<file path="config.mk">
export PLATFORM = sky130hd
export DESIGN_NAME = spi_mem_port
export DESIGN_NICKNAME = d
export VERILOG_FILES = /design/src/rtl/spi_mem_pkg.sv /design/src/rtl/spi_mem_sync.sv /design/src/rtl/spi_mem_engine.sv /design/src/rtl/spi_mem_port.sv
export SDC_FILE = /design/constraint.sdc
export NUM_CORES = 1
export LEC_CHECK = 0
export BUFFER_PORTS_ARGS = -buffer_cell sky130_fd_sc_hd__buf_2
export CAP_MARGIN = 20
export CORE_ASPECT_RATIO = 0.5
export CORE_MARGIN = 5
export CORE_UTILIZATION = 56
export DETAILED_ROUTE_END_ITERATION = 8
export GPL_ROUTABILITY_DRIVEN = 0
export MAX_ROUTING_LAYER = met4
export PLACE_DENSITY = 0.79
export SLEW_MARGIN = 10
export SYNTH_ARGS = -nofsm -noshare
export SYNTH_HDL_FRONTEND = slang
export SYNTH_SLANG_ARGS = --single-unit
</file>
<file path="constraint.sdc">
create_clock -name clk -period 2.36 [get_ports clk]
set_input_delay 0.354 -clock clk [delete_from_list [all_inputs] [get_ports clk]]
set_output_delay 0.354 -clock clk [all_outputs]
set_load 0.005 [all_outputs]
</file>
<file path="src/rtl/spi_mem_pkg.sv">
package spi_mem_pkg;

    localparam int CMD_W = 8;
    localparam logic [CMD_W-1:0] CMD_WRITE = 8'h01;
    localparam logic [CMD_W-1:0] CMD_READ  = 8'h02;

    typedef enum logic [1:0] {
        PH_CMD,
        PH_ADDR,
        PH_DATA,
        PH_SKIP
    } phase_t;

    function automatic logic is_mem_cmd(input logic [CMD_W-1:0] c);
        return (c == CMD_WRITE) || (c == CMD_READ);
    endfunction

endpackage

</file>
<file path="src/rtl/spi_mem_sync.sv">
module spi_mem_sync #(
    parameter int W = 3,
    parameter int STAGES = 2,
    parameter logic [W-1:0] RST_VAL = '0
) (
    input  logic         clk,
    input  logic         rst,
    input  logic [W-1:0] din,
    output logic [W-1:0] dout
);
    logic [W-1:0] chain [STAGES];

    generate
        for (genvar s = 0; s < STAGES; s++) begin : g_stage
            always_ff @(posedge clk) begin
                if (rst) begin
                    chain[s] <= RST_VAL;
                end else if (s == 0) begin
                    chain[s] <= din;
                end else begin
                    chain[s] <= chain[(s == 0) ? 0 : s-1];
                end
            end
        end
    endgenerate

    assign dout = chain[STAGES-1];
endmodule

</file>
<file path="src/rtl/spi_mem_engine.sv">
module spi_mem_engine
    import spi_mem_pkg::*;
#(
    parameter int ADDR_W = 16,
    parameter int DATA_W = 8
) (
    input  logic              clk,
    input  logic              rst,
    input  logic              active,
    input  logic              sclk_s,
    input  logic              mosi_s,
    output logic              miso_bit,
    output logic [ADDR_W-1:0] mem_addr,
    output logic [DATA_W-1:0] mem_wdata,
    output logic              mem_we,
    output logic              mem_re,
    input  logic [DATA_W-1:0] mem_rdata,
    output logic [CMD_W-1:0]  last_cmd,
    output logic [ADDR_W-1:0] last_addr
);
    localparam int CNT_W = $clog2(ADDR_W);
    localparam logic [CNT_W-1:0] CMD_LAST  = CNT_W'(CMD_W - 1);
    localparam logic [CNT_W-1:0] ADDR_LAST = CNT_W'(ADDR_W - 1);
    localparam logic [CNT_W-1:0] DATA_LAST = CNT_W'(DATA_W - 1);

    phase_t            phase;
    logic [CNT_W-1:0]  bit_cnt;
    logic [ADDR_W-2:0] rx_sr;
    logic [ADDR_W-1:0] rx_next;
    logic [DATA_W-1:0] tx_sr;
    logic [ADDR_W-1:0] addr_q;
    logic [DATA_W-1:0] wdata_q;
    logic              miso_q;
    logic              fetch_pend;
    logic              sclk_d;
    logic              sclk_rise;
    logic              sclk_fall;
    logic              cmd_done;
    logic              addr_done;

    always_ff @(posedge clk) begin
        if (rst) sclk_d <= 1'b0;
        else     sclk_d <= sclk_s;
    end

    always_comb begin
        sclk_rise = active &  sclk_s & ~sclk_d;
        sclk_fall = active & ~sclk_s &  sclk_d;
        rx_next   = {rx_sr, mosi_s};
        cmd_done  = sclk_rise && (phase == PH_CMD)  && (bit_cnt == CMD_LAST);
        addr_done = sclk_rise && (phase == PH_ADDR) && (bit_cnt == ADDR_LAST);
    end

    // framing, shifting and memory strobes; cleared whenever deselected
    always_ff @(posedge clk) begin
        if (rst || !active) begin
            phase      <= PH_CMD;
            bit_cnt    <= '0;
            rx_sr      <= '0;
            tx_sr      <= '0;
            addr_q     <= '0;
            wdata_q    <= '0;
            miso_q     <= 1'b0;
            mem_we     <= 1'b0;
            mem_re     <= 1'b0;
            fetch_pend <= 1'b0;
        end else begin
            mem_we     <= 1'b0;
            mem_re     <= 1'b0;
            fetch_pend <= mem_re;
            if (mem_we) addr_q <= addr_q + 1'b1;
            if (sclk_fall) begin
                miso_q <= tx_sr[DATA_W-1];
                tx_sr  <= {tx_sr[DATA_W-2:0], 1'b0};
            end
            if (fetch_pend) tx_sr <= mem_rdata;
            if (sclk_rise) begin
                rx_sr   <= rx_next[ADDR_W-2:0];
                bit_cnt <= bit_cnt + 1'b1;
                case (phase)
                    PH_CMD: if (bit_cnt == CMD_LAST) begin
                        bit_cnt <= '0;
                        phase   <= is_mem_cmd(rx_next[CMD_W-1:0]) ? PH_ADDR : PH_SKIP;
                    end
                    PH_ADDR: if (bit_cnt == ADDR_LAST) begin
                        bit_cnt <= '0;
                        phase   <= PH_DATA;
                        addr_q  <= rx_next;
                        mem_re  <= (last_cmd == CMD_READ);
                    end
                    PH_DATA: if (bit_cnt == DATA_LAST) begin
                        bit_cnt <= '0;
                        if (last_cmd == CMD_WRITE) begin
                            mem_we  <= 1'b1;
                            wdata_q <= rx_next[DATA_W-1:0];
                        end else begin
                            addr_q <= addr_q + 1'b1;
                            mem_re <= 1'b1;
                        end
                    end
                    default: bit_cnt <= '0;
                endcase
            end
        end
    end

    // captured command and address survive deselection
    always_ff @(posedge clk) begin
        if (rst) begin
            last_cmd  <= '0;
            last_addr <= '0;
        end else begin
            if (cmd_done)  last_cmd  <= rx_next[CMD_W-1:0];
            if (addr_done) last_addr <= rx_next;
        end
    end

    assign miso_bit  = miso_q;
    assign mem_addr  = addr_q;
    assign mem_wdata = wdata_q;
endmodule

</file>
<file path="src/rtl/spi_mem_port.sv">
module spi_mem_port
    import spi_mem_pkg::*;
#(
    parameter int ADDR_W = 16,
    parameter int DATA_W = 8,
    parameter int SYNC_STAGES = 2
) (
    input  logic              clk,
    input  logic              rst,
    input  logic              port_en,
    input  logic              spi_csn,
    input  logic              spi_sclk,
    input  logic              spi_mosi,
    output logic              spi_miso,
    output logic              spi_miso_oe,
    output logic [ADDR_W-1:0] mem_addr,
    output logic [DATA_W-1:0] mem_wdata,
    output logic              mem_we,
    output logic              mem_re,
    input  logic [DATA_W-1:0] mem_rdata,
    output logic [CMD_W-1:0]  last_cmd,
    output logic [ADDR_W-1:0] last_addr
);
    logic [2:0] pins_s;
    logic       active;
    logic       miso_bit;

    spi_mem_sync #(
        .W(3), .STAGES(SYNC_STAGES), .RST_VAL(3'b100)
    ) u_sync (
        .clk (clk),
        .rst (rst),
        .din ({spi_csn, spi_sclk, spi_mosi}),
        .dout(pins_s)
    );

    assign active = port_en & ~pins_s[2];

    spi_mem_engine #(
        .ADDR_W(ADDR_W), .DATA_W(DATA_W)
    ) u_engine (
        .clk      (clk),
        .rst      (rst),
        .active   (active),
        .sclk_s   (pins_s[1]),
        .mosi_s   (pins_s[0]),
        .miso_bit (miso_bit),
        .mem_addr (mem_addr),
        .mem_wdata(mem_wdata),
        .mem_we   (mem_we),
        .mem_re   (mem_re),
        .mem_rdata(mem_rdata),
        .last_cmd (last_cmd),
        .last_addr(last_addr)
    );

    assign spi_miso_oe = active;
    assign spi_miso    = active & miso_bit;
endmodule

</file>
Word level (Yosys, flattened, before mapping)
Memory sizes are Yosys's and may differ from the RTL's.
Cells that the tools add are included.
Word-level totals
  latch bits: 0
  output and inout port bits: 52
  bits in writable memories: 6
  input bits: 14
  flip-flop bits (word level): 82
  memories: 1
  ROM bits: 0
  word-level logic and storage cells: 80
Operators by class
  reduce and logical (&&, ||, !) cells: 15
  eq/ne operators: 10
  $add $sub $neg: 2
  magnitude comparators: 0
  bitwise operators: 14
  div/mod/pow operators: 0
  $mul: 0
  shifts and indexed selects: 0
  muxes and demuxes: 25
Memory list
  u_sync.chain: words 2, width 3, rd ports 2, clocked after Yosys merged registers in 0, wr ports 2, line spi_mem_sync.sv:11  | logic [W-1:0] chain [STAGES];
Operators by type and width (count)
  two-way mux 16 bit: 5
  one-hot mux 16 bit (2 select lines): 1
  adder 16 x 1 -> 16 bit (second input constant): 1
  equality test 8 x 1 -> 1 bit (second input constant): 2
  equality test 8 x 2 -> 1 bit (second input constant): 2
  two-way mux 8 bit: 2
  two-way mux 4 bit: 2
  one-hot mux 4 bit (2 select lines): 1
  AND reduction 4 bit: 2
  two-way mux 1 bit: 7
  bitwise AND 1 bit: 6
  two-way mux 2 bit: 3
  two-way mux 3 bit: 2
  NOT 1 bit: 6
  adder 4 x 1 -> 4 bit (second input constant): 1
  equality test 4 x 3 -> 1 bit (second input constant): 1
  equality test 4 bit (second input constant): 1
  logical AND 1 bit: 4
  inequality test 2 bit (second input constant): 2
  one-hot mux 2 bit (2 select lines): 1
  nonzero test 2 bit: 2
  OR reduction 2 bit: 2
  OR reduction 4 bit: 1
  equality test 2 x 1 -> 1 bit (second input constant): 1
  6 further kinds: 8

Logic depth before layout (Yosys ltp)
Gate-level depths: netlist (run 1).
  word-level depth: 6
  gate-level depth with buffers: 9
  depth with buffers taken out: 7

Modules after synthesis
Synthesis (run 1) repeated with hierarchy kept, for this count alone.
Unflattened totals
  cell total of the unflattened synthesis: 510
  area total of the unflattened synthesis: 4177.8 um^2
By module, submodules not included
  spi_mem_engine: seq. area each 1641.6 um^2, instances 1, cells an instance 496, area an instance 4005.1 um^2
  spi_mem_sync: seq. area each 120.1 um^2, instances 1, cells an instance 12, area an instance 157.7 um^2
  spi_mem_port: seq. area each 0.0 um^2, instances 1, cells an instance 2, area an instance 15.0 um^2

Worst setup path after synthesis (run 1)
OpenSTA, ideal clock, no wires.
  path type: reg-to-reg
  start point: reg u_engine.phase[0]
  end point: reg u_engine.addr_q[7] (netlist: u_engine.mem_addr[7])
  required time: 2.232 ns
  data arrival time: 1.700 ns
  path buffers: 0
  period minus slack after synthesis: 1.828 ns
  setup time: 0.128 ns
  path slack: 0.532 ns
  cell stages (with the launch flop): 8
  cell sequence: dfxtp_1 inv_1 ha_1 nand3b_1 a211oi_2 o21ai_4 a222oi_1 nor2_1
Between the ends
  longest elaborated chain between the ends: 3
  elaborated cells on any way between the ends: 4
  classes of those cells: eq/ne: 2; mux: 2
RTL lines
  start: declaration: line spi_mem_engine.sv:26  | phase_t phase;
  start signal: assignment: line spi_mem_engine.sv:83  | phase <= is_mem_cmd(rx_next[CMD_W-1:0]) ? PH_ADDR : PH_SKIP;
  equality test 2 bit or equality test 2 x 1 -> 1 bit (tied branches): line spi_mem_engine.sv:80  | case (phase)
  one-hot mux 16 bit (2 select lines) *: line spi_mem_engine.sv:80
  two-way mux 16 bit *: line spi_mem_engine.sv:77  | if (sclk_rise) begin
  end signal: assignment: line spi_mem_engine.sv:71  | if (mem_we) addr_q <= addr_q + 1'b1;
  end signal: assignment: line spi_mem_engine.sv:88  | addr_q <= rx_next;
  end signal: assignment: line spi_mem_engine.sv:97  | addr_q <= addr_q + 1'b1;
  end: declaration: line spi_mem_engine.sv:31  | logic [ADDR_W-1:0] addr_q;
Mark *: on every way between the ends. The rest lies on a longest branch, timed or not.
A chain may end at the register's enable or synchronous reset.

Final worst setup path (run 1)
  start point: reg u_engine.phase[0]
  end point: reg u_engine.addr_q[8] (netlist: u_engine.mem_addr[8])
The elaborated chain is that of the path after synthesis.

==> results by stage, run 1 <==
Placement:
- OpenSTA, run right after detailed placement, puts the worst setup slack at 0.324 ns.
- After detailed placement, the total cell area comes to 4480 um^2.
- The count of buffers added on input and output ports is 65.
- Summed over all nets, the half-perimeter wirelength after detailed placement is 7.48 mm.

Global routing:
- The initial antenna violation count came to 0.
- The wire length of the first global-routing pass is 17.3 mm.
- The largest net degree at the start of global routing is 32.
- The number of global-route vias before repair came to 3402.
- Summed over all layers, the global routing overflow is 0.
- The global router's overall resource usage is 24.2%.

Final layout:
- Of the cells placed in the final design, the portion with a size suffix greater than 1 is 22.7%.
- The design area is 4800 um^2.
- The net count of the finished layout is 553.
- The repair_antennas step left the layout with diodes totalling 0.
- At the end of the flow the core is filled with cells to 66.5%.
- The area growth from synthesis to layout is 17.3%.

Pwr:
- Summed over all cells, the static leakage comes to 1.88 nW.
- The power after layout is 3.01 mW.
- VDD sags by at most 433 uV.
- Combinational logic burns 1.4% of the power.
- The relative contribution of sequential cells to total power is 49.6%.
- The clock network is responsible for 49.0% of the overall power.
- The switching power is 0.641 mW.
- Net switching is 21.3% of the power.
- Internal power comes to 2.37 mW.
- The power density relative to cell area is 628 nW/um^2.

Synth:
- The synthesized net count is 493.
- The average cell area after synthesis is 8.65 um^2.
- Synthesis produced 473 cells.
- The number of warning messages in the yosys log is 0.
- The synthesized netlist occupies a cell area of 4090 um^2.
- For this run, the leading register cell type out of synthesis is sky130_fd_sc_hd__dfxtp_1.
- The number of distinct standard cells referenced by the synthesized netlist is 65.
- Counting flops with an async set or reset pin after synthesis yields a share of 0%.
- The number of enable-type register cells in the synthesized netlist is 0.
- Sequential elements use 43.1% of the synthesized area.
- The number of storage elements in the synthesis netlist is 88.

STA:
- Dividing the final minimum period by the clock period gives 89.9%.
- For the pin with the worst max-slew slack, the measured transition is 0.513 ns.
- The setup TNS after final layout is 0 ns.
- The number of slew-limit violations in the final report is 0.
- The minimum setup slack in the final design is 0.239 ns.
- Setup repair after global routing left no endpoint under its margin.
- The setup-violating endpoint count in the final report is 0.
- The worst slew slack as a fraction of its limit is 65.6%.
- Timing would allow up to 472 MHz.
- For the final database, setup skew stands at 0.00774 ns.
- The number of hold violations in the final report came to 0.
- The minimum clock period is 2.12 ns.

Floorplan:
- The initial utilization of the core area, before any placement, comes to 56.7%.
- The floorplan die height is 70.4 um.
- The number of top-level design ports is 66.
- The row count is 22.
- The placeable core area is 7210 um^2.
- The overall die width is 131 um.
- The die covers 9220 um^2.

Worst setup path:
- The critical register-to-register path startpoint is u_engine.phase[0]$_SDFFE_PP0P_.
- The critical path capture point type is a flip-flop.
- The timing startpoint of the critical path is u_engine.phase[0]$_SDFFE_PP0P_.
- The launching element type of the critical path is a flip-flop.
- The largest individual stage delay along the critical path comes from the cell sky130_fd_sc_hd__a211oi_2.
- The worst reg-to-reg path cell count is 7.
- The maximum net fanout on the critical path is 9.
- For the worst setup path, the data arrival time is 2.35 ns.
- The longest individual stage delay on the worst path is 0.46 ns.
- The required time reported for the critical path endpoint is 2.58 ns.
- The critical path goes through inv_1 > ha_1 > nand3b_1 > a211oi_2 > o21ai_4 > a222oi_1 > nor2_1.
- The category of the most critical setup path is reg -> reg.

Clocking:
- Counting the buffers created by CTS gives 9.
- The CTS tree is done.
- The post-cts resize count is 0.
- The clock drives 88 sinks.
- In this run, post-CTS hold repair placed 0 buffers.
- Buffers added to address setup during post-CTS repair amount to 0.
- The clock slew seen by the registers of the worst setup and hold paths is 0.07 ns.
- At the later pin of the worst-skew pair, clock insertion delay measures 0.34 ns.
- The root buffer selected by CTS is sky130_fd_sc_hd__clkbuf_16.
- The H-tree was split into 3 levels.
- The clock passes through at most 2 buffers.

Detailed routing:
- The routed via count is 3766.
- The final routed DRC violation total is 0.
- Dividing the detail-routed wire length by the instance count gives 16.4 um.
- The number of detailed-route iterations in the first pass is 5.
- The first routing iteration left 306 violations.
- After detailed routing, the number of vias per cell comes to 5.94.
- In this run the remaining antenna-violating nets after routing total 0.
- The total length of routed wires is 10.4 mm.

Status:
- The run finished with clean final reports.

Min path:
- The worst hold path was traced through 2 stages.
- The worst hold path startpoint is spi_csn.
- The worst min-delay path class is in -> reg.

Run:
- The reported max-cap violation count is 0.
[per-layer routing]
| metal | up-vias | track usage, % | share of wire, % |
|---|---|---|---|
| met3 | 24 | 5.50 | 9.6 |
| met4 | 0 | 8.78 | 2.0 |
| met1 | 1769 | 35.4 | 46 |
| met2 | 177 | 32.2 | 42 |
| met5 | - | - | 0 |
| li1 | 1796 | - | - |
[synth_stat cells, types with 6 or more instances]
master	n	share of area, %
sky130_fd_sc_hd__nand2_1	81	7.4
sky130_fd_sc_hd__buf_2	6	0.73
sky130_fd_sc_hd__o21ai_0	11	1.3
sky130_fd_sc_hd__dfxtp_1	88	43
sky130_fd_sc_hd__clkbuf_1	12	1.1
sky130_fd_sc_hd__xor2_1	9	1.9
sky130_fd_sc_hd__nor2_1	48	4.4
sky130_fd_sc_hd__mux2_2	9	2.5
sky130_fd_sc_hd__mux2i_1	24	5.9
sky130_fd_sc_hd__nor2b_1	7	1.1
sky130_fd_sc_hd__nor3_1	8	0.98
sky130_fd_sc_hd__ha_1	6	1.8
sky130_fd_sc_hd__nand4_1	7	1.1
sky130_fd_sc_hd__nand3_1	16	2.0
sky130_fd_sc_hd__a21oi_1	41	5.0
sky130_fd_sc_hd__inv_1	7	0.64
[state kept, by name, indices dropped and copies added (netlist names), 4 cells and up]
name / cells
u_sync.chain: 6
u_engine.tx_sr: 8
u_engine.last_cmd: 8
u_engine.last_addr: 16
u_engine.bit_cnt: 4
u_engine.rx_sr: 15
u_engine.mem_addr: 16
u_engine.mem_wdata: 8
[final timing paths]
kind,to,slack [ns]
hold / removal,u_sync.chain[0][2]$_SDFF_PP1_,0.20
setup reg to reg,u_engine.mem_addr[8]$_SDFF_PP0_,0.24
setup / recovery,u_engine.mem_addr[8]$_SDFF_PP0_,0.24
hold reg to reg,u_sync.chain[1][2]$_SDFF_PP1_,0.41
[power groups by stage]
stage | sequential (mW) | combinational (mW) | clock (mW)
floorplan | 1.53 | 0.0209 | 0
global placement | 1.53 | 0.0406 | 0
detailed placement | 1.53 | 0.0413 | 0
CTS | 1.49 | 0.0413 | 1.50
global route | 1.49 | 0.0454 | 1.56
finish | 1.49 | 0.0413 | 1.48
[cell families after synthesis]
| logic type | synth area share (%) |
|---|---|
| multiplexers | 8.35 |
| adder cells (fa/ha/maj) | 1.84 |
| flip-flops | 43.1 |
| buffers and inverters | 4.34 |
| AND/OR/NAND/NOR | 23.7 |
| AO/OA/AOI/OAI | 15.7 |
| XOR/XNOR | 3.00 |
[cells in the final DEF, fill, tap and decap left out, types with 3 or more instances in the layout]
cell type / instances
sky130_fd_sc_hd__a21oi_1: 41
sky130_fd_sc_hd__a22oi_1: 4
sky130_fd_sc_hd__a2bb2oi_1: 4
sky130_fd_sc_hd__a31oi_1: 4
sky130_fd_sc_hd__a32oi_1: 4
sky130_fd_sc_hd__and2_1: 3
sky130_fd_sc_hd__and3_1: 4
sky130_fd_sc_hd__and4_1: 3
sky130_fd_sc_hd__buf_2: 65
sky130_fd_sc_hd__buf_4: 12
sky130_fd_sc_hd__clkbuf_16: 9
sky130_fd_sc_hd__dfxtp_1: 88
sky130_fd_sc_hd__ha_1: 6
sky130_fd_sc_hd__inv_1: 7
sky130_fd_sc_hd__mux2_2: 9
sky130_fd_sc_hd__mux2i_1: 24
sky130_fd_sc_hd__nand2_1: 81
sky130_fd_sc_hd__nand3_1: 16
sky130_fd_sc_hd__nand4_1: 7
sky130_fd_sc_hd__nor2_1: 48
sky130_fd_sc_hd__nor2b_1: 7
sky130_fd_sc_hd__nor3_1: 8
sky130_fd_sc_hd__o211ai_1: 3
sky130_fd_sc_hd__o21ai_0: 11
sky130_fd_sc_hd__o22ai_1: 3
sky130_fd_sc_hd__or2_2: 5
sky130_fd_sc_hd__xnor2_1: 5
sky130_fd_sc_hd__xor2_1: 9
[worst max-delay path: cells and delay by family, from the launching register on]
family	cells	cell delay [ns]
buf+inv	1	0.10
compound gates	3	0.95
simple gates	2	0.21
fa+ha+maj	1	0.35
flops	1	0.39
[metrics by stage]
stage	instances	hold WS, ns
final	634	0.197
after floorplan	473	0.389
after global placement	618	0.400
after detailed placement	618	0.399
after global routing	634	0.191
after CTS	634	0.188
[cell type report]
cell class | count | area (um^2)
multi-input cells | 350 | 2160
inverters | 7 | 26.3
well taps | 96 | 120
clock inverters | 6 | 76.3
flip-flops and latches | 88 | 1760
clock buffers | 10 | 239
repair buffers | 77 | 415
fillers | 632 | 2410
No activity file was read; power rests on OpenSTA's default activity.
==> inputs of run 2 (changes only) <==
- CORE_UTILIZATION: 56 -> 51
- PLACE_DENSITY: 0.79 -> 0.76
- clock period: 2.36 -> 1.7 ns (I/O delays scaled with it)
==> run 2 against run 1 <==
Net effect:
- the flow now finishes with violations (negative setup slack)
- hold slack worse by 0.11 ns
- largest cell class unchanged
- non-clock buffer count rose by 60
- critical path depth is 2 lower
- sequential cell count stayed put
- first-iteration DRC count increased by 120%
- utilization increased by 2.6 points
- clock power up 36%
- maximum frequency rose by 14%
- sequential share of layout area decreased by 4.3 points
==> results by stage, run 2 (synthesis results as in run 1) <==
Placement:
- The number of I/O port buffers was 65 (unchanged).
- The worst-case setup slack after placement is -0.0852 ns (was 0.324 ns).
- The placed standard-cell area is 4930 um^2 (was 4480 um^2).
- The placed cell count came to 686 (was 618).
- The placed wire-length estimate after detailed placement was 8.50 mm (was 7.48 mm).

STA:
- The minimum clock period is 1.86 ns (was 2.12 ns).
- Unrepaired setup endpoints after global routing: true (was false).
- The worst slew slack as a fraction of its limit is 67.4% (was 65.6%).
- The maximum operating frequency came to 537 MHz (was 472 MHz).
- The final worst-path cycle share is 110% (was 89.9%).
- The setup-violating endpoint count in the final report was 16 (was 0).
- The number of slew-limit violations in the final report was 0 (unchanged).
- The number of hold violations in the final report came to 0 (unchanged).
- The largest clock skew in the final design came to 0.00816 ns (was 0.00774 ns).
- The minimum setup slack in the final design came to -0.163 ns (was 0.239 ns).
- The transition time at the pin with the least slew margin is 0.488 ns (was 0.513 ns).
- The setup TNS after final layout came to -1.74 ns (was 0 ns).

Floorplan:
- The placeable core area is 7910 um^2 (was 7210 um^2).
- The row count came to 23 (was 22).
- The overall die width is 137 um (was 131 um).
- The starting utilization of the core area is 51.7% (was 56.7%).
- The floorplan die height is 73.3 um (was 70.4 um).
- The area of the die is 10000 um^2 (was 9220 um^2).
- The number of top-level design ports was 66 (unchanged).

Detailed routing:
- The final routed DRC violation total is 0 (unchanged).
- The initial detailed-routing violation count came to 684 (was 306).
- The number of vias per cell came to 5.72 (was 5.94).
- The number of nets still failing antenna checks after routing came to 0 (unchanged).
- The number of detailed-route iterations in the first pass came to 7 (was 5).
- The routed via count came to 4056 (was 3766).
- The total length of routed wires came to 12.6 mm (was 10.4 mm).
- The average routed wire per standard cell was 17.8 um (was 16.4 um).

Clocking:
- The clock latency of the later-clocked register in the worst-skew pair is 0.35 ns (was 0.34 ns).
- The number of clock buffers inserted by TritonCTS is 9 (unchanged).
- The number of sinks on the clock net came to 88 (unchanged).
- The root buffer selected by CTS is sky130_fd_sc_hd__clkbuf_16 (unchanged).
- The CTS tree was done (unchanged).
- The hold-fix buffer count after cts is 0 (unchanged).
- The clock slew seen by the registers of the worst setup and hold paths is 0.06 ns (was 0.07 ns).
- The maximum level of the CTS H-tree is 3 (unchanged).
- The buffer depth of the longest clock path is 2 (unchanged).

Worst setup path:
- The timing startpoint of the critical path is u_engine.last_cmd[6]$_SDFFE_PP0P_ (was u_engine.phase[0]$_SDFFE_PP0P_).
- The category of the most critical setup path is reg -> reg (unchanged).
- The critical register-to-register path startpoint is u_engine.last_cmd[6]$_SDFFE_PP0P_ (was u_engine.phase[0]$_SDFFE_PP0P_).
- The critical path capture point type is a flip-flop (unchanged).
- The slack of the worst reg-to-reg path is -0.16 ns (was 0.24 ns).
- The required time reported for the critical path endpoint was 1.97 ns (was 2.58 ns).
- The reg-to-reg endpoint was u_engine.mem_addr[13]$_SDFF_PP0_ (was u_engine.mem_addr[8]$_SDFF_PP0_).
- The worst reg-to-reg path cell count was 5 (was 7).
- The data arrival time of the worst path was 2.13 ns (was 2.35 ns).
- The launching element type of the critical path is a flip-flop (unchanged).
- The maximum net fanout on the critical path came to 8 (was 9).

Global routing:
- The wire length of the first global-routing pass is 19.7 mm (was 17.3 mm).
- The largest net degree at the start of global routing came to 39 (was 32).
- The number of global-route vias before repair is 3886 (was 3402).
- The global router's overall resource usage is 26.2% (was 24.2%).
- The initial antenna violation count is 0 (unchanged).
- The aggregate global routing overflow is 0 (unchanged).

Final layout:
- The fraction of final layout cells sized beyond drive strength 1 is 36.3% (was 22.7%).
- Commonest cells after routing, fill and taps aside: 80 x sky130_fd_sc_hd__dfxtp_1, 78 x sky130_fd_sc_hd__nand2_1, 66 x sky130_fd_sc_hd__buf_2 (was 88 x sky130_fd_sc_hd__dfxtp_1, 81 x sky130_fd_sc_hd__nand2_1, 65 x sky130_fd_sc_hd__buf_2).
- The final core utilization was 69.2% (was 66.5%).
- The number of fill cells in the layout was 610 (was 632).
- The most common cell after layout, fill and taps aside was sky130_fd_sc_hd__dfxtp_1 (unchanged).
- The non-filler instance count after layout is 709 (was 634).
- The total inserted antenna cells is 0 (unchanged).
- The area growth from synthesis to layout is 33.8% (was 17.3%).
- The net count of the finished layout is 613 (was 553).
- The design area is 5470 um^2 (was 4800 um^2).

Min path:
- The worst min-delay path class is in -> reg (unchanged).
- The endpoint of the worst hold-timing path was u_sync.chain[0][2]$_SDFF_PP1_ (unchanged).
- The instance count along the most critical hold path is 2 (unchanged).
- The worst hold path startpoint is spi_csn (unchanged).

Status:
- The final reports fail on negative setup slack.
- Status: finished, violations left (was complete, no violations).

Run:
- The reported max-cap violation count is 0 (unchanged).

Pwr:
- The standby leakage power was 2.22 nW (was 1.88 nW).
- The maximum VDD drop is 665 uV (was 433 uV).
- The power density relative to cell area is 759 nW/um^2 (was 628 nW/um^2).
## run 2: cell count changes in the layout (fill, tap and decap cells not counted), sizes merged
cell and change:
buf +60, clkbuf +1, clkinvlp -2
## run 2: layer usage
metal  wire, um  vias up  track usage [%]  share of wire (%)
li1           -     1907                -                  -
met1       5440     1916             33.2                 43
met2       5840      197             40.5                 46
met3       1080       36             7.05                8.6
met4        276        0             10.1                2.2
met5          0        -                -                  0
## run 2: worst max path at each step
stage,slack (ns),to,cells past startpoint
after floorplan,-0.008,u_engine.mem_addr[7]$_SDFF_PP0_,7
after global placement,-0.04,u_engine.mem_addr[14]$_SDFF_PP0_,6
after detailed placement,-0.09,u_engine.mem_addr[14]$_SDFF_PP0_,5
after CTS,-0.12,u_engine.mem_addr[14]$_SDFF_PP0_,5
after global routing,-0.20,u_engine.mem_addr[3]$_SDFF_PP0_,5
final,-0.16,u_engine.mem_addr[13]$_SDFF_PP0_,5
## run 2: final cells by class
type                       instances  area, um^2  share of cell area (%)
sequential                        88        1770                    32.4
timing repair buffer             137         911                    16.6
multi-input combinational        350        2330                    42.5
clock buffer                      11         243                    4.44
clock inverter                     4        52.6                   0.960
inverter                           7        26.3                   0.480
tap                              112         140                    2.56
## run 2: power breakdown
group	total (mW)	switching (mW)	internal [mW]
sequential	2.08	0.00728	2.07
combinational	0.0632	0.0351	0.0281
clock	2.02	0.836	1.18
## run 2: what timing repair did
item | in CTS | in global routing
resized for setup | 22 | 32
pin swaps | 20 | 9
buffers inserted | 3 | 3
gates cloned | 0 | 2
endpoints found under the hold margin | 0 | 0
endpoints found under the setup margin | 41 | 54
## run 2: critical path: stages (launching register included)
cell and delay [ns]:
sky130_fd_sc_hd__dfxtp_1 0.31, sky130_fd_sc_hd__or4b_4 0.59, sky130_fd_sc_hd__o21a_4 0.28, sky130_fd_sc_hd__o21ai_4 0.31, sky130_fd_sc_hd__nand2_2 0.13, sky130_fd_sc_hd__o22ai_2 0.16
## run 2: per-stage QoR
| stage | total power, mW | hold slack (ns) |
|---|---|---|
| floorplan | 2.15 | 0.327 |
| global route | 4.27 | 0.0941 |
| CTS | 4.16 | 0.0817 |
| finish | 4.15 | 0.0870 |
| global placement | 2.18 | 0.391 |
| detailed placement | 2.18 | 0.402 |
